## config.mk

```make
export PLATFORM = sky130hd
export DESIGN_NAME = cell_ctrl_regs
export DESIGN_NICKNAME = d
export VERILOG_FILES = /design/src/rtl/cell_ctrl_pkg.sv /design/src/rtl/cell_ctrl_decode.sv /design/src/rtl/cell_ctrl_store.sv /design/src/rtl/cell_ctrl_regs.sv
export SDC_FILE = /design/constraint.sdc
export NUM_CORES = 1
export LEC_CHECK = 0
export BUFFER_PORTS_ARGS = -buffer_cell sky130_fd_sc_hd__buf_2
export CAP_MARGIN = 40
export CORE_MARGIN = 2
export CORE_UTILIZATION = 28
export CTS_CLUSTER_DIAMETER = 200
export CTS_CLUSTER_SIZE = 14
export DETAILED_ROUTE_END_ITERATION = 6
export GPL_TIMING_DRIVEN = 0
export HOLD_SLACK_MARGIN = 0.02
export SKIP_CTS_REPAIR_TIMING = 1
export SYNTH_ARGS = -nofsm -noshare
export SYNTH_HDL_FRONTEND = slang
export SYNTH_SLANG_ARGS = --single-unit
```

## constraint.sdc

```tcl
create_clock -name clk -period 1.6 [get_ports clk]
set_input_delay 0.08 -clock clk [delete_from_list [all_inputs] [get_ports clk]]
set_output_delay 0.08 -clock clk [all_outputs]
set_load 0.03 [all_outputs]
```

## src/rtl/cell_ctrl_pkg.sv

```systemverilog
package cell_ctrl_pkg;
  // bus word indices
  localparam int REG_AW      = 4;
  localparam logic [REG_AW-1:0] IDX_CTRL   = 4'd0;
  localparam logic [REG_AW-1:0] IDX_LDADDR = 4'd1;
  localparam logic [REG_AW-1:0] IDX_LDDATA = 4'd2;
  localparam logic [REG_AW-1:0] IDX_LOCK   = 4'd9;
  localparam int CFG_BASE    = 3;
  localparam int NUM_CFG     = 6;
  // control word bit positions
  localparam int CTRL_LOAD_BIT = 0;
  localparam int CTRL_EN_BIT   = 1;
  localparam int CTRL_STOP_BIT = 2;
  // lock key
  localparam logic [15:0] LOCK_KEY = 16'h5A5A;

  typedef struct packed {
    logic               ldAddrWr;
    logic               ldDataWr;
    logic               enWr;
    logic               stopWr;
    logic               loadPulse;
    logic               lockSet;
    logic [NUM_CFG-1:0] cfgWr;
  } wrStrobes_t;
endpackage

```

## src/rtl/cell_ctrl_decode.sv

```systemverilog
module cell_ctrl_decode
  import cell_ctrl_pkg::*;
(
  input  logic              wrEn,
  input  logic [REG_AW-1:0] wrAddr,
  input  logic [15:0]       wrKey,
  input  logic              wrBit0,
  input  logic [3:0]        wrStrb,
  input  logic              privEn,
  input  logic              lockState,
  output wrStrobes_t        strobes
);
  logic hitCtrl;
  logic hitLock;

  always_comb begin
    hitCtrl = wrEn && (wrAddr == IDX_CTRL);
    hitLock = wrEn && (wrAddr == IDX_LOCK);
    strobes = '0;
    strobes.ldAddrWr  = wrEn && (wrAddr == IDX_LDADDR);
    strobes.ldDataWr  = wrEn && (wrAddr == IDX_LDDATA);
    strobes.stopWr    = hitCtrl && wrStrb[0];
    strobes.loadPulse = hitCtrl && wrStrb[0] && wrBit0;
    strobes.enWr      = hitCtrl && wrStrb[0] && !lockState;
    strobes.lockSet   = hitLock && privEn && (wrStrb == 4'hF)
                        && (wrKey == LOCK_KEY) && wrBit0;
    for (int g = 0; g < NUM_CFG; g++) begin
      strobes.cfgWr[g] = wrEn && !lockState
                         && (wrAddr == REG_AW'(CFG_BASE + g));
    end
  end
endmodule

```

## src/rtl/cell_ctrl_store.sv

```systemverilog
module cell_ctrl_store
  import cell_ctrl_pkg::*;
#(
  parameter int LD_AW     = 6,
  parameter int NUM_IN    = 8,
  parameter int LCL_SEL_W = 5,
  parameter int GLB_SEL_W = 7
)(
  input  logic              clk,
  input  logic              rstN,
  input  wrStrobes_t        strobes,
  input  logic [31:0]       wrData,
  input  logic [3:0]        wrStrb,
  input  logic              rdEn,
  input  logic [REG_AW-1:0] rdAddr,
  input  logic              dbgHalt,
  output logic [31:0]       rdData,
  output logic              globalEn,
  output logic              freeze,
  output logic              loadStrobe,
  output logic [LD_AW-1:0]  loadAddr,
  output logic [31:0]       loadData,
  output logic              lockState
);
  localparam int FILT_W = 3 * NUM_IN;
  localparam int SRC_W  = NUM_IN;
  localparam int LCL_W  = (NUM_IN / 2) * LCL_SEL_W;
  localparam int GLB_W  = (NUM_IN / 2) * GLB_SEL_W;

  function automatic logic [31:0] widthMask(input int w);
    logic [63:0] m;
    m = (64'd1 << w) - 64'd1;
    return m[31:0];
  endfunction

  function automatic int cfgWidth(input int idx);
    case (idx)
      0:       return FILT_W;
      1:       return SRC_W;
      2, 3:    return LCL_W;
      default: return GLB_W;
    endcase
  endfunction

  function automatic logic [31:0] mergeLanes(input logic [31:0] cur,
                                             input logic [31:0] nxt,
                                             input logic [3:0]  lanes,
                                             input logic [31:0] mask);
    logic [31:0] res;
    res = cur;
    for (int b = 0; b < 4; b++) begin
      if (lanes[b]) res[8*b +: 8] = nxt[8*b +: 8];
    end
    return res & mask;
  endfunction

  localparam logic [31:0] LD_MASK = widthMask(LD_AW);

  logic [31:0] cfgReg [NUM_CFG];
  logic        enReg;
  logic        stopReg;
  logic [31:0] ldAddrReg;
  logic [31:0] ldDataReg;
  logic        lockReg;
  logic        pulseReg;
  logic        freezeReg;
  logic [31:0] rdReg;
  logic [31:0] rdValue;

  for (genvar g = 0; g < NUM_CFG; g++) begin : gCfg
    localparam logic [31:0] CFG_MASK = widthMask(cfgWidth(g));
    always_ff @(posedge clk or negedge rstN) begin
      if (!rstN)                cfgReg[g] <= '0;
      else if (strobes.cfgWr[g]) cfgReg[g] <= mergeLanes(cfgReg[g], wrData, wrStrb, CFG_MASK);
    end
  end

  always_ff @(posedge clk or negedge rstN) begin
    if (!rstN) begin
      enReg     <= 1'b0;
      stopReg   <= 1'b0;
      ldAddrReg <= '0;
      ldDataReg <= '0;
      lockReg   <= 1'b0;
      pulseReg  <= 1'b0;
      freezeReg <= 1'b0;
      rdReg     <= '0;
    end else begin
      if (strobes.enWr)     enReg   <= wrData[CTRL_EN_BIT];
      if (strobes.stopWr)   stopReg <= wrData[CTRL_STOP_BIT];
      if (strobes.ldAddrWr) ldAddrReg <= mergeLanes(ldAddrReg, wrData, wrStrb, LD_MASK);
      if (strobes.ldDataWr) ldDataReg <= mergeLanes(ldDataReg, wrData, wrStrb, '1);
      if (strobes.lockSet)  lockReg <= 1'b1;
      pulseReg  <= strobes.loadPulse;
      freezeReg <= stopReg && dbgHalt;
      rdReg     <= rdEn ? rdValue : '0;
    end
  end

  always_comb begin
    rdValue = '0;
    case (rdAddr)
      IDX_CTRL: begin
        rdValue[CTRL_EN_BIT]   = enReg;
        rdValue[CTRL_STOP_BIT] = stopReg;
      end
      IDX_LDADDR: rdValue = ldAddrReg;
      IDX_LDDATA: rdValue = ldDataReg;
      IDX_LOCK:   rdValue[0] = lockReg;
      default: begin
        for (int g = 0; g < NUM_CFG; g++) begin
          if (rdAddr == REG_AW'(CFG_BASE + g)) rdValue = cfgReg[g];
        end
      end
    endcase
  end

  assign rdData     = rdReg;
  assign globalEn   = enReg;
  assign freeze     = freezeReg;
  assign loadStrobe = pulseReg;
  assign loadAddr   = ldAddrReg[LD_AW-1:0];
  assign loadData   = ldDataReg;
  assign lockState  = lockReg;
endmodule

```

## src/rtl/cell_ctrl_regs.sv

```systemverilog
module cell_ctrl_regs
  import cell_ctrl_pkg::*;
#(
  parameter int LD_AW     = 6,
  parameter int NUM_IN    = 8,
  parameter int LCL_SEL_W = 5,
  parameter int GLB_SEL_W = 7
)(
  input  logic              clk,
  input  logic              rstN,
  input  logic              wrEn,
  input  logic [REG_AW-1:0] wrAddr,
  input  logic [31:0]       wrData,
  input  logic [3:0]        wrStrb,
  input  logic              privEn,
  input  logic              rdEn,
  input  logic [REG_AW-1:0] rdAddr,
  output logic [31:0]       rdData,
  input  logic              dbgHalt,
  output logic              globalEn,
  output logic              freeze,
  output logic              loadStrobe,
  output logic [LD_AW-1:0]  loadAddr,
  output logic [31:0]       loadData,
  output logic              lockState
);
  wrStrobes_t strobes;

  cell_ctrl_decode u_decode (
    .wrEn      (wrEn),
    .wrAddr    (wrAddr),
    .wrKey     (wrData[31:16]),
    .wrBit0    (wrData[0]),
    .wrStrb    (wrStrb),
    .privEn    (privEn),
    .lockState (lockState),
    .strobes   (strobes)
  );

  cell_ctrl_store #(
    .LD_AW     (LD_AW),
    .NUM_IN    (NUM_IN),
    .LCL_SEL_W (LCL_SEL_W),
    .GLB_SEL_W (GLB_SEL_W)
  ) u_store (
    .clk        (clk),
    .rstN       (rstN),
    .strobes    (strobes),
    .wrData     (wrData),
    .wrStrb     (wrStrb),
    .rdEn       (rdEn),
    .rdAddr     (rdAddr),
    .dbgHalt    (dbgHalt),
    .rdData     (rdData),
    .globalEn   (globalEn),
    .freeze     (freeze),
    .loadStrobe (loadStrobe),
    .loadAddr   (loadAddr),
    .loadData   (loadData),
    .lockState  (lockState)
  );
endmodule

```

# ---- Word level (Yosys, flattened, before mapping)
# Cells that the tools add are included.
dict set report totals {
  out_inout_bits 74
  word_cells 105
  mem_count 0
  mem_bits_rw 0
  latch_bits 0
  romBits 0
  regBits 203
  input_bits 50
}
dict set report op_classes {
  muxes 10
  eq_ne 20
  n_bitwise 0
  shifts 0
  mul 0
  add_sub_neg 0
  div 0
  n_reduce_logical 46
  n_lt_le_gt_ge 0
}
# cell count
set op_table {}
lappend op_table {{24-bit 2-to-1 mux} 4}
lappend op_table {{29-bit case mux with 3 select lines} 1}
lappend op_table {{32-bit 2-to-1 mux} 2}
lappend op_table {{2-bit AND reduction} 23}
lappend op_table {{4-bit by 3-bit == test with 1-bit output (second input constant)} 8}
lappend op_table {{28-bit 2-to-1 mux} 1}
lappend op_table {{4-bit == test (second input constant)} 5}
lappend op_table {{1-bit logical AND} 19}
lappend op_table {{16-bit by 15-bit == test with 1-bit output (second input constant)} 1}
lappend op_table {{4-bit by 2-bit == test with 1-bit output (second input constant)} 4}
lappend op_table {{4-bit by 1-bit == test with 1-bit output (second input constant)} 2}
lappend op_table {{4-bit logical NOT} 2}
lappend op_table {{2-bit case mux with 4 select lines} 1}
lappend op_table {{1-bit case mux with 4 select lines} 1}
lappend op_table {{2-bit OR reduction} 1}
lappend op_table {{1-bit logical NOT} 1}

# ---- Longest topological paths before layout
dict set report depth {
  depth_word 9
  ltp_mapped 6
  ltp_nobuf 4
}

# ---- By module
# A second synthesis with hierarchy kept.
dict set report hier_totals {
  hier_cells 775
  area_unflattened_um2 9320.2
}
# mod area_per_inst_um2 n_inst seq_area_each_um2 cells_each
set by_module_without_submodules {}
lappend by_module_without_submodules {cell_ctrl_store 9137.5 1 5079.9 749}
lappend by_module_without_submodules {cell_ctrl_decode 182.7 1 0.0 26}

# ---- Least setup slack after synthesis
# No wires, ideal clock.
dict set report synth_timing {
  kind {flip-flop to flip-flop}
  startpoint {register u_store.lockReg, in the netlist u_store.lockState}
  endpoint {register u_store.cfgReg[104] (netlist bit)}
  stages_incl_launch_ff 5
  arrival_ps 1536
  t_required_ps 1475
  n_path_buf 0
  period_less_slack_ps 1660
  path_slack_ps -60
  setup_ps 125
  path_cell_list {dfrtp_1 > nand4bb_1 > nor2_1 > nand2_2 > mux2_2}
}
dict set report synth_between {
  elab_chain_cells 4
}
# item line_no
set synth_rtl {}
lappend synth_rtl {{start: declaration} cell_ctrl_store.sv:64} ;# logic lockReg;
lappend synth_rtl {{start signal: assignment} cell_ctrl_store.sv:84} ;# lockReg <= 1'b0;
lappend synth_rtl {{start signal: assignment} cell_ctrl_store.sv:93} ;# if (strobes.lockSet) lockReg <= 1'b1;
lappend synth_rtl {{1-bit logical NOT} cell_ctrl_decode.sv:28} ;# strobes.cfgWr[g] = wrEn && !lockState
lappend synth_rtl {{1-bit logical AND} cell_ctrl_decode.sv:28}
lappend synth_rtl {{1-bit logical AND} cell_ctrl_decode.sv:29} ;# && (wrAddr == REG_AW'(CFG_BASE + g));
lappend synth_rtl {{2-bit AND reduction (no source line)} --}
lappend synth_rtl {{end signal: indexed assignment} cell_ctrl_store.sv:74} ;# else if (strobes.cfgWr[g]) cfgReg[g] <= mergeLanes(cfgReg[g], wrData, wrStrb, CFG_MASK);
lappend synth_rtl {{end: declaration} cell_ctrl_store.sv:59} ;# logic [31:0] cfgReg [NUM_CFG];
# Every way passes these cells.
# A chain may end at the register's enable or synchronous reset.

# ---- Worst setup path in the final report
dict set report layout_timing {
  startpoint {register u_store.lockReg, in the netlist u_store.lockState}
  endpoint {register u_store.cfgReg[175] (netlist bit)}
}
# The elaborated chain is that of the path after synthesis.

==> results.tsv <==
metric	value	unit
place_congestion	0.816	
startpoint_type	flip-flop	
fin_ws	-0.0970	ns
ys_async_sr_fraction	1.00	
synthFlopType	dfrtp_1	
viasPerCell	5.02	
overflow	0	
synth.area.top_cells	dfrtp_1, mux2_2, nand2_1, a221oi_1, a21oi_1	
grt_pass1_wl	41.1	mm
io_buffers	119	
drt_iter0_drc	438	
max_stage_delay	0.45	ns
drive_above_1_share	0.406	
area_growth	24.6	%
dpl.hpwl	18.9	mm
synthCells	731	
hold_violations	0	
antenna_found_initial	2	
status	complete, but fails checks	
hold_class	in -> reg	
worst-setup-path-type	reg -> reg	
clk_latency	0.50	ns
crit_fanout	8	
p_total	13.0	mW
rsz0062_at_grt	yes	
first_pass_iters	5	
syn_nets	781	
clockBufferDepth	3	
fin_crit	1.70	ns
dieHeight	185	µm
finalClockSkew	0.0191	ns
die_area	34100	µm²
p_per_area	1140	nW/µm²
tightest_slew	0.818	ns
worstPathRequired	1.97	ns
timing.critical_path.max_delay_family	simple AND/OR/NAND/NOR gates	
synth.distinct_cells	60	
worst_path_max_delay_cell	dfrtp_2	
vdd.ir_drop.worst	0.566	mV
n_fill_cell	3220	
ys_seq_area_frac	0.555	
drt_wl_total	27.5	mm
wire_per_inst	20.3	µm
htreeDepth	1	
drtAntennaViolNets	0	
track_usage	0.158	
maxClockFrequency	0.589	GHz
slew_headroom	0.455	
vias	6806	
synth_top_cell_area_share	0.555	
numCtsBuffers	18	
yosysWarningCount	0	
pin_count	124	
core_area	32400	µm²
cts_tree	yes	
post-route-period-util	1.06	
cts_sinks	203	
avgSynthCellArea	12.5	µm²
cellLeakagePower	5.34	nW
pre_cts_slack	-0.552	ns
synth_area	9150	µm²
nNetsFinal	961	
cp_num_buf_inv	0	
ys_ff_latch	203	
violations	negative setup slack	
fp-row-count	66	
grt_max_degree	107	
cp_data_arrival_time	2.07	ns
synth_top_area_cell	dfrtp_1	
drc	0	
max_cap_violations	0	
clock-root-buffer	clkbuf_16	
setup_violations	66	
grt_pass1_vias	6678	
die_x	185	µm
path_clk_slew	0.07	ns
initial_utilization	0.283	
critPathCaptureType	flip-flop	
synth-edff-count	0	
path_cells	nor3b_2, nor3b_4, nand2_4, mux2_4	
maxSlewViolCount	0	
-- area by class of cell --
type / instances / area, µm² / share of cell area
Sequential cell: 203 / 5080 / 0.445
Multi-Input combinational cell: 477 / 4010 / 0.352
Timing Repair Buffer: 160 / 1030 / 0.0907
Tap cell: 442 / 553 / 0.0485
Clock buffer: 20 / 479 / 0.0420
Buffer: 38 / 188 / 0.0165
Inverter: 13 / 48.8 / 0.00428
Clock inverter: 1 / 8.76 / 0.000768
Antenna cell: 1 / 2.50 / 0.000219
-- worst min-delay path, delay by kind of cell --
kind,cells,cell delay [ns]
AOI/OAI and AO/OA,2,0.18
buffers and inverters,1,0.13
and+or+nand+nor,1,0.08
-- cells in the mapped netlist (6+ instances only) --
library cell,n
nand2_1,52
and3_1,9
dfrtp_1,203
a211oi_1,9
inv_1,12
and2_1,9
nor2b_1,6
buf_2,16
nor2_1,25
a22o_1,14
a2bb2oi_1,16
mux2_2,165
a221oi_1,18
clkbuf_1,15
nand2_2,13
o21ai_0,24
a21oi_1,29
nand2b_1,17
-- registers in the layout, indices dropped and copies added (netlist names) --
signal and flops:
u_store.loadData 32, u_store.cfgReg 128, u_store.rdData 32, u_store.globalEn 1, u_store.freeze 1, u_store.lockState 1, u_store.loadStrobe 1, u_store.stopReg 1
u_store.ldAddrReg 6
-- metrics by stage --
| stage | instances | utilization | hold slack, ns | setup TNS [ns] | area, µm² |
|---|---|---|---|---|---|
| global route | 1354 | 0.352 | 0.0301 | -6.41 | 11400 |
| global placement | 1292 | 0.319 | 0.297 | -668.44 | 10300 |
| floorplan | 731 | - | -0.216 | 0 | 9170 |
| finish | 1355 | 0.352 | 0.0240 | -2.71 | 11400 |
| detailed placement | 1293 | 0.320 | 0.190 | -28.23 | 10400 |
| CTS | 1314 | 0.335 | -0.325 | -19.63 | 10800 |
-- worst paths after layout --
check	from	end	slack [ns]	depth (start not counted)
min in group asynchronous	rstN	u_store.rdData[18]	0.24	2
setup reg to reg	u_store.lockState	u_store.cfgReg[175]	-0.1	4
hold / removal	rdAddr[2]	u_store.rdData[23]	0.02	4
hold reg to reg	u_store.cfgReg[174]	u_store.cfgReg[174]	0.50	1
setup / recovery	u_store.lockState	u_store.cfgReg[175]	-0.1	4
max in group asynchronous	rstN	u_store.rdData[5]	0.36	3
-- layout by cell type, fill, tap and decap left out, types with 3 or more instances in the layout --
master	instances
nand2_4	7
buf_4	8
o22ai_1	3
nor2_4	4
a32oi_1	5
and3_1	9
inv_1	12
dfrtp_1	202
nor2b_1	6
a31oi_1	4
clkbuf_16	19
a221oi_1	18
mux2_2	165
a21oi_1	29
nand2b_1	17
a22o_1	14
and2_1	9
nand2_8	3
o221ai_1	4
nand2_2	10
o21ai_0	24
nand3b_1	3
clkbuf_1	15
a2bb2oi_1	16
a21o_1	5
a211oi_1	9
dlygate4sd3_1	34
buf_2	134
nand2_1	45
nor2_1	23
o31ai_1	3
-- power by group --
part           leakage [nW]  switching (mW)  internal (mW)
registers              2.62           0.490           6.00
logic                  2.47            1.41           1.14
clock network         0.240            1.88           2.12
total                  5.34            3.78           9.26
-- layer usage --
layer / vias up / global-route usage / wire length [µm]
li1: 3042 / - / -
met1: 3502 / 0.214 / 12300
met2: 215 / 0.249 / 12600
met3: 45 / 0.0397 / 1920
met4: 2 / 0.0448 / 699
met5: - / 0 / 16
-- cell families after synthesis --
group | Yosys count | synth area share
multiplexers | 170 | 0.209
AND/OR/NAND/NOR | 156 | 0.0930
buffers and inverters | 51 | 0.0250
flip-flops | 203 | 0.555
AO/OA/AOI/OAI | 151 | 0.118
No activity file was read; power rests on OpenSTA's default activity.
